$ cat src/rtl/irq_pend_pkg.sv
package irq_pend_pkg;
   localparam int unsigned SRC_N   = 2;
   localparam int unsigned SRC_EXT = 0;
   localparam int unsigned SRC_DEC = 1;
   typedef logic [SRC_N-1:0] src_vec_t;
endpackage

$ cat src/rtl/irq_dec_capture.sv
module irq_dec_capture #(
   parameter bit PULSE_INPUT = 1'b1
) (
   input  logic clk,
   input  logic rst,
   input  logic evt_i,
   output logic edge_o
);
   generate
      if (PULSE_INPUT) begin : g_pulse
         assign edge_o = evt_i;
         logic unused_r;
         assign unused_r = clk ^ rst;
      end else begin : g_level
         logic prev_q;
         always_ff @(posedge clk) begin
            if (rst) prev_q <= 1'b0;
            else     prev_q <= evt_i;
         end
         assign edge_o = evt_i & ~prev_q;
      end
   endgenerate
endmodule

$ cat src/rtl/irq_pend_state.sv
module irq_pend_state
   import irq_pend_pkg::*;
(
   input  logic     clk,
   input  logic     rst,
   input  logic     ext_line_i,
   input  logic     dec_edge_i,
   input  logic     clr_dec_i,
   output src_vec_t pend_o
);
   logic ext_q, dec_q;

   always_ff @(posedge clk) begin
      if (rst) begin
         ext_q <= 1'b0;
         dec_q <= 1'b0;
      end else begin
         ext_q <= ext_line_i;
         dec_q <= (dec_q & ~clr_dec_i) | dec_edge_i;
      end
   end

   assign pend_o[SRC_EXT] = ext_q;
   assign pend_o[SRC_DEC] = dec_q;

   // a new edge always wins over a clear in the same cycle
   assert_edge_sets_R9: assert property (@(posedge clk) disable iff (rst)
      dec_edge_i |=> dec_q);
   // without edge or clear the bit holds
   assert_dec_hold_R2: assert property (@(posedge clk) disable iff (rst)
      (!dec_edge_i && !clr_dec_i) |=> $stable(dec_q));
endmodule

$ cat src/rtl/irq_pick.sv
module irq_pick
   import irq_pend_pkg::*;
#(
   parameter int unsigned CAUSE_W = 4
) (
   input  logic               clk,
   input  logic               rst,
   input  logic               check_i,
   input  logic               enable_i,
   input  logic               block_i,
   input  logic               ext_live_i,
   input  logic               dec_pend_i,
   output logic               fire_o,
   output src_vec_t           sel_o,
   output logic [CAUSE_W-1:0] cause_o
);
   logic gate;
   assign gate   = check_i & enable_i & ~block_i;
   assign fire_o = gate & (ext_live_i | dec_pend_i);

   always_comb begin
      sel_o = '0;
      if (fire_o) begin
         if (ext_live_i) sel_o[SRC_EXT] = 1'b1;
         else            sel_o[SRC_DEC] = 1'b1;
      end
   end

   assign cause_o = CAUSE_W'(sel_o);

   // at most one source is chosen, external first
   assert_one_source_R8: assert property (@(posedge clk) disable iff (rst)
      $onehot0(sel_o) && (fire_o == (sel_o != '0)));
   assert_ext_first_R8: assert property (@(posedge clk) disable iff (rst)
      (fire_o && ext_live_i) |-> sel_o[SRC_EXT]);
endmodule

$ cat src/rtl/irq_pend_ctrl.sv
module irq_pend_ctrl
   import irq_pend_pkg::*;
#(
   parameter int unsigned CAUSE_W   = 4,
   parameter bit          DEC_PULSE = 1'b1
) (
   input  logic               clk,
   input  logic               rst,
   input  logic               dec_event_i,
   input  logic               ext_line_i,
   input  logic               ee_bit_i,
   input  logic               msr_wr_i,
   input  logic               insn_boundary_i,
   output logic [1:0]         pend_o,
   output logic               take_o,
   output logic [CAUSE_W-1:0] cause_o,
   output logic               clr_ee_o
);
   generate
      if (CAUSE_W < 2) begin : g_bad_width
         $error("CAUSE_W must be at least 2");
      end
   endgenerate

   logic               dec_edge;
   logic               fire;
   src_vec_t           sel;
   src_vec_t           pend;
   logic [CAUSE_W-1:0] cause_n;
   logic               take_q, clr_q;
   logic [CAUSE_W-1:0] cause_q;

   irq_dec_capture #(.PULSE_INPUT(DEC_PULSE)) u_cap (
      .clk(clk), .rst(rst), .evt_i(dec_event_i), .edge_o(dec_edge));

   irq_pend_state u_state (
      .clk(clk), .rst(rst), .ext_line_i(ext_line_i), .dec_edge_i(dec_edge),
      .clr_dec_i(sel[SRC_DEC]), .pend_o(pend));

   irq_pick #(.CAUSE_W(CAUSE_W)) u_pick (
      .clk(clk), .rst(rst),
      .check_i(insn_boundary_i | msr_wr_i), .enable_i(ee_bit_i),
      .block_i(take_q), .ext_live_i(ext_line_i),
      .dec_pend_i(pend[SRC_DEC]), .fire_o(fire), .sel_o(sel),
      .cause_o(cause_n));

   always_ff @(posedge clk) begin
      if (rst) begin
         take_q  <= 1'b0;
         clr_q   <= 1'b0;
         cause_q <= '0;
      end else begin
         take_q  <= fire;
         clr_q   <= fire;
         cause_q <= fire ? cause_n : '0;
      end
   end

   assign pend_o   = pend;
   assign take_o   = take_q;
   assign clr_ee_o = clr_q;
   assign cause_o  = cause_q;

   assert_gated_R5: assert property (@(posedge clk) disable iff (rst)
      take_o |-> $past(ee_bit_i));
   assert_check_R6: assert property (@(posedge clk) disable iff (rst)
      take_o |-> $past(insn_boundary_i || msr_wr_i));
   assert_ext_live_R3: assert property (@(posedge clk) disable iff (rst)
      (take_o && cause_o == CAUSE_W'(1)) |-> $past(ext_line_i));
   assert_single_R10: assert property (@(posedge clk) disable iff (rst)
      take_o |=> !take_o);
   assert_cause_R7: assert property (@(posedge clk) disable iff (rst)
      take_o ? ($countones(cause_o) == 1 && clr_ee_o) : (cause_o == '0 && !clr_ee_o));
   assert_refire_R9: assert property (@(posedge clk) disable iff (rst)
      (take_o && cause_o == CAUSE_W'(2) && $past(dec_edge)) |-> pend_o[1]);
endmodule

$ cat config.mk
export PLATFORM = sky130hd
export DESIGN_NAME = irq_pend_ctrl
export DESIGN_NICKNAME = d
export VERILOG_FILES = /design/src/rtl/irq_pend_pkg.sv /design/src/rtl/irq_dec_capture.sv /design/src/rtl/irq_pend_state.sv /design/src/rtl/irq_pick.sv /design/src/rtl/irq_pend_ctrl.sv
export SDC_FILE = /design/constraint.sdc
export NUM_CORES = 1
export LEC_CHECK = 0
export BUFFER_PORTS_ARGS = -buffer_cell sky130_fd_sc_hd__buf_2
export CORE_AREA = 3 3 40 42
export CTS_BUF_LIST = sky130_fd_sc_hd__clkbuf_2
export DETAILED_ROUTE_END_ITERATION = 12
export DIE_AREA = 0 0 43 45
export PLACE_DENSITY_LB_ADDON = 0.08
export SKIP_CTS_REPAIR_TIMING = 1
export SYNTH_ARGS = -nofsm -noshare
export SYNTH_HDL_FRONTEND = slang
export SYNTH_SLANG_ARGS = --single-unit
$ cat constraint.sdc
create_clock -name clk -period 0.8 [get_ports clk]
set_input_delay 0.08 -clock clk [delete_from_list [all_inputs] [get_ports clk]]
set_output_delay 0.08 -clock clk [all_outputs]
set_load 0.02 [all_outputs]
### Yosys cells after proc, flatten, opt, wreduce, memory -nomap -nowiden

Cells that the tools add are included.
Widths: inputs -> output; s select.

* reduce and logical (&&, ||, !) cells: 1
* mux-type cells: 3
* bitwise gates (word level): 10

Operators by type and width (number)
* $and 1x1->1: 4
* $not 1->1: 3
* $or 1x1->1: 3
* $mux 1: 2
* $mux 2: 1
* $reduce_or 2->1: 1

* output and inout port bits: 8
* input bits: 7
* word-level logic and storage cells: 19
* register bits after elaboration: 7

### Logic depth before layout (Yosys ltp)

* depth in word-level cells: 8
* gate-level depth with buffers: 2
* depth with buffers taken out: 2

### Hierarchy

Synthesis repeated with hierarchy kept, for this count alone.

* cell total of the unflattened synthesis: 32
* area total of the unflattened synthesis: 324.1 sq um

Modules (own cells, without submodules)
* irq_pend_ctrl: seq. area each 100.1 sq um, cells an instance 12, area an instance 155.1 sq um, times used 1
* irq_pick: seq. area each 0.0 sq um, cells an instance 11, area an instance 81.3 sq um, times used 1
* irq_pend_state: seq. area each 40.0 sq um, cells an instance 8, area an instance 80.1 sq um, times used 1
* irq_dec_capture: seq. area each 0.0 sq um, cells an instance 1, area an instance 7.5 sq um, times used 1

### Least setup slack after synthesis

No wires, ideal clock.

* kind: reg-to-reg
* start: register clr_ee_o (netlist name)
* end: register u_state.dec_q
* stages on the path, launching flop included: 3
* path slack: -0.201 ns
* data required time: 0.675 ns
* data arrival time: 0.876 ns
* path buffers: 0
* period minus slack after synthesis: 1.001 ns
* library setup time: 0.125 ns
* cells stage by stage: dfxtp_1 nand2b_4 o41a_1

RTL lines
* end signal: assignment: line irq_pend_state.sv:19 `dec_q <= (dec_q & ~clr_dec_i) | dec_edge_i;`
* end: declaration: line irq_pend_state.sv:11 `logic ext_q, dec_q;`

==> results.ini <==
[sta]
finalSetupViolCount=5
layout_setup_ws_ns=-0.127
hold_ws_ns=0.0764
maxSlewViolCount=0
rsz0062_at_grt=true
clock.fmax_mhz=1080
period_minus_slack_ns=0.927
setup_tns_ns=-0.291
period_share_pct=116
hold_viol_final=0
finClkSkew_ns=0.00219

[yosys]
synth_xor_area_share_pct=0
async_flop_share_pct=0
synth-simple-area-share_pct=25.3
synth_commonest_cells=buf_4, dfxtp_1, nor2_1, nor4_1
synthAdderAreaFrac_pct=0
ys_types=11
yosysTopAreaCellShare_pct=46.0
ys_ff_latch=5
netlist_instances=21
synth_warnings=0
synthMuxAreaShare_pct=0
synth_compound_area_share_pct=9.77
synth.area.top_cells=dfxtp_1, buf_4, nand2b_4
syn_area_per_cell_um2=10.4
netlist_area_um2=218
synthFlopType=dfxtp_1
synth_top_family_by_area=simple AND/OR/NAND/NOR gates
synth-seq-area-share_pct=46.0
yosys.area.top_type=dfxtp_1
synth_edf_count=0

[routing]
dr.pass1.iters=1
dr_total_vias=183
drtIter0Drc=0
wirelength_um=422
vias_per_cell=3.73
wire_per_inst_um=8.61
ant_nets=0
drc=0

[cts]
tritoncts=built
cts_buffers=3
cts_root_buf=clkbuf_2
clock_latency_ns=0.22
ctsHtreeMaxLevel=1
clk_pin_slew_ns=0.06
clockBufferDepth=2
clock_sinks=5

[die]
die_x_um=43
ios=15
chipHeight_um=45
core_area_um2=1280
start_util_pct=16.9
row_count=13
die_area_um2=1940

[critical_path]
critPathMaxStageDelay_ns=0.36
reg2reg_depth=2
worstPathCellList=nand2b_4, o41a_1
critPathSlowestCell=o41a_1
cp.arrival_ns=1.03
crit_family=compound AO/OA/AOI/OAI gates
critPathBufInv=0
reg2reg_to=u_state.dec_q
crit_path_end_kind=flop
r2r_start=clr_ee_o
worstSetupPathType=flop to flop
required_ns=0.90
worst-path-max-fanout=4
rrSetupSlack_ns=-0.13
cp-start-kind=flop

[global_route]
grt_max_degree=6
grt_pass1_wl_um=676
antenna_found_initial=0
grt_pass1_vias=179
grt_overflow=0
track_usage_pct=5.41

[place]
io_buffer_count=12
dp.cells=45
gp_congestion=0.682
placed_area_um2=272

[cells_and_area]
n_antenna_cell=0
finalInstanceArea_um2=309
instances_no_fill=49
area_growth_pct=42.0
drive_gt1_share_pct=58.8
nets=42

[pwr]
irDropWorstVdd_mv=0.628
cellLeakagePower_nw=0.146
power.density_nw_per_um2=1980

[run_status]
violations=setup timing
status=finished, violations left

[min_path]
hold_depth=2
hold_start=rst
hold_path.class=input port to flop
holdPathEnd=u_state.ext_q

[job]
max-cap-violations=0

[registers in the layout, indices dropped and copies added, names as in the netlist]
register       cells
u_state.ext_q      1
cause_o            2
u_state.dec_q      1
clr_ee_o           1
[layer usage]
metal / up-vias / wire, µm / track usage (%)
li1: 91 / - / -
met1: 81 / 163 / 5.06
met2: 9 / 195 / 6.29
met3: 2 / 58 / 3.19
met4: 0 / 5 / 9.04
met5: - / 0 / 0
[worst reg2reg max path: stages (launching register included)]
cell and delay (ns):
dfxtp_2 0.31, nand2b_4 0.14, o41a_1 0.36
[kinds of logic after synthesis]
| family | count (synthesis) |
|---|---|
| DFF | 5 |
| other | 1 |
| AOI/OAI and AO/OA | 2 |
| buffers and inverters | 5 |
| and+or+nand+nor | 8 |
[worst max-delay path by stage]
| stage | startpoint | end | slack [ns] | cells after the start |
|---|---|---|---|---|
| 3_3_place_gp | clr_ee_o | u_state.dec_q | -0.11 | 2 |
| 2_1_floorplan | clr_ee_o | u_state.dec_q | -0.16 | 2 |
| 3_5_place_dp | clr_ee_o | u_state.dec_q | -0.13 | 2 |
| 4_1_cts | clr_ee_o | u_state.dec_q | -0.14 | 2 |
| 5_1_grt | clr_ee_o | u_state.dec_q | -0.14 | 2 |
| 6_report | clr_ee_o | u_state.dec_q | -0.13 | 2 |
[cell usage in the layout (no fill, tap or decap)]
master / Yosys / final
buf_2: 0 / 8
dfxtp_1: 5 / 4
clkbuf_2: 0 / 4
buf_4: 5 / 3
nor2_1: 2 / 2
nor4_1: 2 / 2
conb_1: 1 / 2
buf_6: 0 / 2
nand2b_4: 1 / 1
o21ba_2: 1 / 1
o41a_1: 1 / 1
nor2b_1: 1 / 1
nor4b_1: 1 / 1
nand2b_1: 1 / 1
dfxtp_2: 0 / 1
[report_power, final]
group	total (mW)	internal, mW	switching, mW	leakage (nW)
clock	0.240	0.132	0.107	0.0166
combinational	0.104	0.0488	0.0550	0.0878
sequential	0.267	0.262	0.00557	0.0416
[final cells by class]
| class | instances | area [µm²] |
|---|---|---|
| tap | 15 | 18.8 |
| timing repair buffer | 13 | 85.1 |
| sequential | 5 | 101 |
| fill | 149 | 976 |
| clock buffer | 4 | 20.0 |
| multi-input combinational | 12 | 83.8 |
[metrics by stage]
| step | setup slack, ns | power, mW | util (%) |
|---|---|---|---|
| after floorplan | -0.160 | 0.346 | - |
| after global placement | -0.114 | 0.368 | 21.1 |
| after detailed placement | -0.129 | 0.368 | 21.1 |
| after CTS | -0.137 | 0.617 | 22.7 |
| after global routing | -0.144 | 0.658 | 24.1 |
| final | -0.127 | 0.611 | 24.1 |
Power figures use the tool's default switching activity.
